<file path="src/rtl/wilk_pkg.sv">
package wilk_pkg;

    // Phases of one conversion
    typedef enum logic [2:0] {
        ST_IDLE,
        ST_RAMP_RST,
        ST_RAMPING,
        ST_CONVERT,
        ST_DONE
    } seq_state_e;

endpackage

</file>
<file path="src/rtl/wk_sequencer.sv">
module wk_sequencer
    import wilk_pkg::*;
#(
    parameter int HOLD_CYCLES = 4
) (
    input  logic clk,
    input  logic rst_n,
    input  logic start_i,
    input  logic ramp_last_i,
    output logic capture_o,
    output logic ramp_rst_o,
    output logic ramp_en_o,
    output logic convert_o,
    output logic done_o
);
    localparam int HOLD_W = $clog2(HOLD_CYCLES + 1);

    typedef struct packed {
        seq_state_e        state;
        logic [HOLD_W-1:0] hold;
    } seq_regs_t;

    seq_regs_t r_d, r_q;

    always_comb begin
        r_d = r_q;
        case (r_q.state)
            ST_IDLE: begin
                if (start_i) begin
                    r_d.state = ST_RAMP_RST;
                    r_d.hold  = '0;
                end
            end
            ST_RAMP_RST: begin
                if (r_q.hold == HOLD_W'(HOLD_CYCLES - 1)) begin
                    r_d.state = ST_RAMPING;
                end else begin
                    r_d.hold = r_q.hold + 1'b1;
                end
            end
            ST_RAMPING: begin
                if (ramp_last_i) begin
                    r_d.state = ST_CONVERT;
                end
            end
            ST_CONVERT: r_d.state = ST_DONE;
            ST_DONE:    r_d.state = ST_IDLE;
            default:    r_d.state = ST_IDLE;
        endcase
    end

    always_ff @(posedge clk or negedge rst_n) begin
        if (!rst_n) begin
            r_q.state <= ST_IDLE;
            r_q.hold  <= '0;
        end else begin
            r_q <= r_d;
        end
    end

    assign capture_o  = (r_q.state == ST_IDLE) && start_i;
    assign ramp_rst_o = (r_q.state == ST_RAMP_RST);
    assign ramp_en_o  = (r_q.state == ST_RAMPING);
    assign convert_o  = (r_q.state == ST_CONVERT);
    assign done_o     = (r_q.state == ST_DONE);

    // ramp reset and ramp run never overlap
    a_r2_exclusive: assert property (@(posedge clk) disable iff (!rst_n)
        !(ramp_rst_o && ramp_en_o));

    // the ramp is always released from a reset phase
    a_r2_reset_first: assert property (@(posedge clk) disable iff (!rst_n)
        $rose(ramp_en_o) |-> $past(ramp_rst_o));

    // done lasts exactly one cycle
    a_r3_done_single: assert property (@(posedge clk) disable iff (!rst_n)
        done_o |=> !done_o);

    // a start during the ramp neither restarts nor aborts it
    a_r8_start_ignored: assert property (@(posedge clk) disable iff (!rst_n)
        (ramp_en_o && start_i) |=> (ramp_en_o || convert_o));

endmodule

</file>
<file path="src/rtl/wk_gray_counter.sv">
module wk_gray_counter #(
    parameter int CODE_W = 12
) (
    input  logic              clk,
    input  logic              rst_n,
    input  logic              load_i,
    input  logic [CODE_W-1:0] max_i,
    input  logic              run_i,
    output logic [CODE_W-1:0] gray_o,
    output logic              last_o
);
    typedef struct packed {
        logic [CODE_W-1:0] bin;
        logic [CODE_W-1:0] gray;
        logic [CODE_W-1:0] limit;
    } cnt_regs_t;

    cnt_regs_t r_d, r_q;

    always_comb begin
        r_d = r_q;
        if (load_i) begin
            r_d.limit = max_i;
        end
        r_d.bin  = run_i ? (r_q.bin + 1'b1) : '0;
        r_d.gray = r_d.bin ^ (r_d.bin >> 1);
    end

    always_ff @(posedge clk or negedge rst_n) begin
        if (!rst_n) begin
            r_q <= '0;
        end else begin
            r_q <= r_d;
        end
    end

    assign gray_o = r_q.gray;
    assign last_o = run_i && (r_q.bin == r_q.limit);

    // the shared count moves by a single bit per ramp cycle
    a_r4_gray_step: assert property (@(posedge clk) disable iff (!rst_n)
        (run_i && $past(run_i)) |-> ($countones(gray_o ^ $past(gray_o)) == 1));

    // the limit is frozen while the ramp runs
    a_r9_limit_frozen: assert property (@(posedge clk) disable iff (!rst_n)
        (run_i && $past(run_i)) |-> $stable(r_q.limit));

endmodule

</file>
<file path="src/rtl/wk_cell_latch.sv">
module wk_cell_latch #(
    parameter int CODE_W = 12
) (
    input  logic              clk,
    input  logic              rst_n,
    input  logic              cmp_i,
    input  logic              clear_i,
    input  logic              arm_i,
    input  logic              convert_i,
    input  logic [CODE_W-1:0] gray_i,
    output logic [CODE_W-1:0] code_o
);
    typedef struct packed {
        logic              sync1;
        logic              sync2;
        logic              prev;
        logic              hit;
        logic [CODE_W-1:0] held;
        logic [CODE_W-1:0] code;
    } cell_regs_t;

    cell_regs_t        r_d, r_q;
    logic [CODE_W-1:0] held_bin;
    logic              edge_seen;

    // Gray to binary: each bit is the xor of itself and all bits above it
    always_comb begin
        held_bin[CODE_W-1] = r_q.held[CODE_W-1];
        for (int i = CODE_W - 2; i >= 0; i--) begin
            held_bin[i] = held_bin[i+1] ^ r_q.held[i];
        end
    end

    assign edge_seen = r_q.sync2 && !r_q.prev;

    always_comb begin
        r_d       = r_q;
        r_d.sync1 = cmp_i;
        r_d.sync2 = r_q.sync1;
        r_d.prev  = r_q.sync2;
        if (clear_i) begin
            r_d.hit = 1'b0;
        end else if (arm_i && edge_seen && !r_q.hit) begin
            r_d.hit  = 1'b1;
            r_d.held = gray_i;
        end
        if (convert_i) begin
            r_d.code = r_q.hit ? held_bin : {CODE_W{1'b1}};
        end
    end

    always_ff @(posedge clk or negedge rst_n) begin
        if (!rst_n) begin
            r_q <= '0;
        end else begin
            r_q <= r_d;
        end
    end

    assign code_o = r_q.code;

    // once captured, the value survives every later edge
    a_r6_first_edge_only: assert property (@(posedge clk) disable iff (!rst_n)
        (r_q.hit && !clear_i) |=> (r_q.hit && $stable(r_q.held)));

    // a cell without a capture converts to full scale
    a_r7_full_scale: assert property (@(posedge clk) disable iff (!rst_n)
        (convert_i && !r_q.hit) |=> (code_o == {CODE_W{1'b1}}));

    // nothing is captured outside the ramp
    a_r11_no_capture_idle: assert property (@(posedge clk) disable iff (!rst_n)
        (!arm_i && !r_q.hit) |=> !r_q.hit);

endmodule

</file>
<file path="src/rtl/wilk_digitizer_ctrl.sv">
module wilk_digitizer_ctrl #(
    parameter int NUM_CELLS   = 64,
    parameter int CODE_W      = 12,
    parameter int HOLD_CYCLES = 4
) (
    input  logic                        clk,
    input  logic                        rst_n,
    input  logic                        start_i,
    input  logic [NUM_CELLS-1:0]        cmp_i,
    input  logic [CODE_W-1:0]           max_count_i,
    output logic [NUM_CELLS*CODE_W-1:0] codes_o,
    output logic                        done_o,
    output logic                        ramp_en_o,
    output logic                        ramp_rst_o
);
    localparam int CODES_W = NUM_CELLS * CODE_W;

    logic              capture;
    logic              ramp_last;
    logic              convert;
    logic              ramp_en;
    logic              ramp_rst;
    logic [CODE_W-1:0] gray;

    wk_sequencer #(
        .HOLD_CYCLES(HOLD_CYCLES)
    ) i_seq (
        .clk        (clk),
        .rst_n      (rst_n),
        .start_i    (start_i),
        .ramp_last_i(ramp_last),
        .capture_o  (capture),
        .ramp_rst_o (ramp_rst),
        .ramp_en_o  (ramp_en),
        .convert_o  (convert),
        .done_o     (done_o)
    );

    wk_gray_counter #(
        .CODE_W(CODE_W)
    ) i_cnt (
        .clk   (clk),
        .rst_n (rst_n),
        .load_i(capture),
        .max_i (max_count_i),
        .run_i (ramp_en),
        .gray_o(gray),
        .last_o(ramp_last)
    );

    for (genvar k = 0; k < NUM_CELLS; k++) begin : g_cell
        wk_cell_latch #(
            .CODE_W(CODE_W)
        ) i_cell (
            .clk      (clk),
            .rst_n    (rst_n),
            .cmp_i    (cmp_i[k]),
            .clear_i  (ramp_rst),
            .arm_i    (ramp_en),
            .convert_i(convert),
            .gray_i   (gray),
            .code_o   (codes_o[k*CODE_W +: CODE_W])
        );
    end

    assign ramp_en_o  = ramp_en;
    assign ramp_rst_o = ramp_rst;

    // results change only on the cycle after conversion
    a_r3_codes_hold: assert property (@(posedge clk) disable iff (!rst_n)
        !convert |=> $stable(codes_o[CODES_W-1:0]));

endmodule

</file>
<file path="config.mk">
export PLATFORM = sky130hd
export DESIGN_NAME = wilk_digitizer_ctrl
export DESIGN_NICKNAME = d
export VERILOG_FILES = /design/src/rtl/wilk_pkg.sv /design/src/rtl/wk_sequencer.sv /design/src/rtl/wk_gray_counter.sv /design/src/rtl/wk_cell_latch.sv /design/src/rtl/wilk_digitizer_ctrl.sv
export SDC_FILE = /design/constraint.sdc
export NUM_CORES = 2
export LEC_CHECK = 0
export ABC_AREA = 1
export CAP_MARGIN = 25
export CORE_ASPECT_RATIO = 0.5
export CORE_MARGIN = 8
export CORE_UTILIZATION = 48
export CTS_CLUSTER_DIAMETER = 80
export DETAILED_ROUTE_END_ITERATION = 10
export DONT_BUFFER_PORTS = 1
export GPL_ROUTABILITY_DRIVEN = 0
export PLACE_DENSITY = 0.6
export SYNTH_ARGS = -nofsm -noshare
export SYNTH_HDL_FRONTEND = slang
export SYNTH_SLANG_ARGS = --single-unit
</file>
<file path="constraint.sdc">
create_clock -name clk -period 6.01 [get_ports clk]
set_clock_uncertainty 0.2 [all_clocks]
set_input_delay 1.202 -clock clk [delete_from_list [all_inputs] [get_ports clk]]
set_output_delay 1.202 -clock clk [all_outputs]
set_load 0.005 [all_outputs]
</file>
# Word level (Yosys, flattened, before mapping)

Cells that the tools add are included.

Output and inout bits: 771
Word-level logic and storage cells: 1,760
Register bits: 1,834
Input bits: 79

Multiplexer cells: 199
Bitwise gates (word level): 706
$add $sub $neg: 2
Eq/ne operators: 10
Reductions and logical operators: 454

Operators by type and width:

| kind                  | count |
|---|---|
| $mux 13               | 64 |
| $mux 12               | 65 |
| $xor 1x1->1           | 704 |
| $logic_and 1x1->1     | 194 |
| $reduce_bool 2->1     | 65 |
| $logic_not 1->1       | 128 |
| $reduce_and 2->1      | 64 |
| $mux 1                | 64 |
| $add 12x1->12 const B | 1 |
| $eq 12x12->1          | 1 |
| $pmux 3 s4            | 1 |
| $xor 12x11->12        | 1 |
| $eq 3x2->1 const B    | 3 |
| $mux 3                | 3 |
| $mux 6                | 1 |
| $ne 2x2->1 const B    | 3 |
| $pmux 3 s2            | 1 |
| $reduce_and 3->1      | 2 |
| $add 3x1->3 const B   | 1 |
| $eq 3x1->1 const B    | 1 |
| $eq 3x3->1 const B    | 1 |
| $logic_not 3->1       | 1 |
| $ne 2x1->1 const B    | 1 |
| $not 1->1             | 1 |

# Depth between registers and ports, before layout

Word-level depth: 12
Gate-level depth with buffers: 20
Depth with buffers taken out: 20

# Modules after synthesis

From an unflattened synthesis, not the netlist that was laid out.

Cells, all modules: 10,483
Area total of the unflattened synthesis: 93,507.2 µm²

By module, submodules not included:

| module          | times used | area each (µm²) | cells an instance | sequential area each (µm²) |
|---|---|---|---|---|
| wk_cell_latch   | 64         | 1,427.6         | 160               | 700.7 |
| wk_gray_counter | 1          | 1,804.2         | 200               | 875.8 |
| wk_sequencer    | 1          | 335.3           | 43                | 150.1 |

# Least setup slack after synthesis

Ideal clock, no wire load.

Path type: flip-flop to output port
Start point: reg i_seq.r_q[5] in the netlist's numbering
End point: out ramp_rst_o
Slack: 3,393 ps
Data required time: 4,608 ps
Path buffers: 2
Data arrival time: 1,215 ps
Stages on the path, launching flop included: 4
Cells stage by stage: dfrtp_1 > nor3_1 > clkbuf_1 > clkbuf_1

Word-level cells in the longest chain between the ends: 1

Ends and longest elaborated chain:

| what                     | line                      | RTL |
|---|---|---|
| start: declaration       | wk_sequencer.sv:23        | `seq_regs_t r_d, r_q;` |
| start signal: assignment | wk_sequencer.sv:57        | `r_q <= r_d;` |
| $eq 3x1->1               | wk_sequencer.sv:62        | `assign ramp_rst_o = (r_q.state == ST_RAMP_RST);` |
| end: declaration         | wilk_digitizer_ctrl.sv:14 | `output logic ramp_rst_o` |

No other way between the ends.

==> summary.txt <==
Power
  • Maximum VDD drop: 0.370 mV
  • Leakage: 37.4 nW
  • Overall Power: 34.6 mW
  • Pwr dens: 378 nW/µm²

Timing
  • Setup TNS Final: 0 ns
  • # setup viols final: 0
  • Final Max Tran Viols: 0
  • Slew headroom: 17.7%
  • RSZ-0062 raised after global routing: false
  • Achievable Freq: 0.218 GHz
  • Period utilization: 76.2%
  • Worst Tran Pin Value: 1.23 ns
  • Number of hold violations in the final report: 0
  • Crit path time final: 4.58 ns

Logic synthesis
  • Yosys top cell area share: 51.5%
  • Yosys top cell by area: dfrtp_1
  • Synth warnings: 0
  • Post-Syn Area: 89000 µm²
  • Synth area leaders: dfrtp_1, nand3_1, o21ai_0
  • Register bit total from synthesis: 1833
  • Synth Instances: 10400
  • Cell variety after synth: 34
  • Seq/Total Area, Yosys: 51.5%
  • Syn Nets: 10500
  • Syn_area_per_cell: 8.53 µm²

Clock network
  • Cts repair resizes: 0
  • CTS Buf Count: 179
  • CTS Buffer Depth: 4
  • Clk_lat worst skew: 0.83 ns
  • H-tree levels: 4
  • Clock net sink count: 1833
  • Root Driver: clkbuf_16
  • CTS tree: built
  • Reg clk slew, reported paths: 0.06 ns

Critical path
  • Critical path cell sequence: buf_16 > buf_16 > buf_16 > buf_16 > buf_16
  • Max FO, Critical Path: 220
  • Cell mode on critical path: buf_16
  • Crit-path max cell delay: 0.76 ns
  • Worst endpoint required time: 6.62 ns
  • WS Path Type: in2async
  • Critical path startpoint category: input pin
  • Worst EP arrival: 5.19 ns
  • CP max stage cell: buf_16
  • CP endpoint kind: asynchronous set/reset pin
  • Critical path's top delay family: buffers and inverters
  • Buf/Inv on CP: 5

Final layout
  • Proportion of layout cells with a drive suffix above 1: 11.4%
  • Total of fill cells in the finished design: 17300
  • Total Nets Final: 9596
  • Area of the multi-input gates: 30500 µm²
  • Final non-filler cell total: 12200
  • Layout Utilization: 49.9%
  • Area grow syn2layout: 2.92%
  • Reg area: 45900 µm²

Floorplan
  • Die Ht: 321 µm
  • Die area: 200000 µm²
  • Placeable Area: 184000 µm²
  • Initial Utilization: 48.5%
  • I/O Pins: 850
  • Chip width: 625 µm
  • Number of cell rows: 111

Routing
  • First-pass DRT Iterations: 6
  • Via density: 5.23
  • WL/cell: 19.6 µm
  • Antenna Violating Nets Remaining: 0
  • Via Count: 63500
  • Initial DRC count: 5564
  • Wirelength, routed: 238000 µm
  • Drc violations: 0

Global route
  • Largest net degree at the start of global routing: 221
  • Initial antenna violation count: 49
  • Number of global-route vias before repair: 60200
  • Gr usage total: 23.1%
  • First-pass GRT wire length: 364000 µm
  • Total congestion overflow: 0

Flow run
  • Max cap viols: 0

Hold path
  • Worst hold path class: reg2reg

Place
  • Dpl hpwl: 156000 µm
  • Port buffer count: 0
  • Placed cells: 11800

Outcome
  • Status: finished clean
==> kinds of logic after synthesis <==
kind of cell    synth area share [%]
flops                           51.5
fa+ha+maj                     0.0422
compound gates                  8.89
simple gates                    25.1
buf+inv                         14.2
xor+xnor                       0.138
mux                            0.101
==> layer usage <==
metal	global-route usage [%]	part of all wire (%)	vias to the layer above
li1	-	-	31300
met1	29.1	42	30500
met2	40.0	49	1269
met3	3.45	4.8	418
met5	0	0	-
met4	9.61	4.6	0
==> synthesized netlist by cell type <==
cell / instances
inv_1: 1383
inv_2: 60
nor3_2: 3
a21oi_1: 201
a22o_1: 1
buf_1: 5
o21ai_0: 1281
nand3_2: 447
a21oi_2: 1
mux2_2: 8
xor2_1: 13
a31oi_1: 64
nand3_1: 1674
clkbuf_1: 323
nand2_2: 165
ha_1: 3
o21a_2: 1
nor2_1: 342
nor2_4: 1
nor3_1: 2
o21ai_1: 6
buf_2: 45
xnor2_1: 1
or2_2: 69
nand4_1: 66
o31ai_1: 1
nor4_1: 3
o22ai_1: 5
nand2_1: 1642
dfrtp_1: 1833
clkinv_1: 11
buf_4: 768
nor2_2: 1
nand2_4: 6
==> where the power goes <==
| part | switching [mW] | total [mW] | internal [mW] |
|---|---|---|---|
| Combinational | 3.67 | 5.28 | 1.61 |
| Sequential | 2.75 | 17.5 | 14.8 |
| Clock | 4.97 | 11.8 | 6.85 |
==> worst paths after layout <==
check,endpoint,from,slack (ns),cells past startpoint
max,g_cell[63].i_cell.code_o[9],rst_n,1.43,5
min,g_cell[7].i_cell.r_d[25],g_cell[7].i_cell.r_d[26],0.14,0
max reg2reg,g_cell[25].i_cell.code_o[8],i_seq.r_q[4],2.59,8
min reg2reg,g_cell[7].i_cell.r_d[25],g_cell[7].i_cell.r_d[26],0.14,0
max in group clk,ramp_en_o,i_seq.r_q[5],2.29,4
min in group asynchronous,g_cell[13].i_cell.held_bin[11],rst_n,0.24,1
==> flip-flops by register name (all words and copies together), names as in the netlist <==
| register | count |
|---|---|
| g_cell.i_cell.r_q | 832 |
| g_cell.i_cell.code_o | 768 |
| g_cell.i_cell.r_d | 128 |
| g_cell.i_cell.held_bin | 64 |
| i_cnt.r_q | 24 |
| i_cnt.gray_o | 11 |
| i_seq.r_q | 6 |
==> cell usage in the layout, fill, tap and decap left out, drive strengths merged, types with 13 or more instances in the layout <==
cell and count:
nand3 2121, dfrtp 1833, nand2 1813, inv 1459, o21ai 1287, nor2 344, clkbuf 241, a21oi 202
or2 69, nand4 66, a31oi 64, clkinv 38, buf 38, diode 29, bufinv 20, xor2 13
==> stage by stage <==
stage | hold WS (ns) | instance area (µm²) | worst slack [ns]
2_1_floorplan | 0.131 | 89000 | 3.39
3_3_place_gp | 0.131 | 85400 | 0.379
4_1_cts | 0.135 | 91600 | 1.25
5_1_grt | 0.146 | 91600 | 0.487
6_report | 0.138 | 91600 | 1.43
3_5_place_dp | 0.135 | 85500 | 0.335
==> what timing repair did <==
action                                 CTS  global route
endpoints found under the hold margin   45             0
setup endpoints to repair                0             0
buffers inserted                         0             0
hold buffers                             2             0
==> final cells by class <==
cell class                      count  share of cell area [%]
Clock inverter                     69                   0.974
Multi-Input combinational cell   6007                    33.3
Sequential cell                  1833                    50.1
Inverter                         1454                    5.99
Timing Repair Buffer               39                   0.612
Tap cell                         2486                    3.39
Antenna cell                       29                  0.0792
Clock buffer                      241                    5.60
Power figures use the tool's default switching activity.
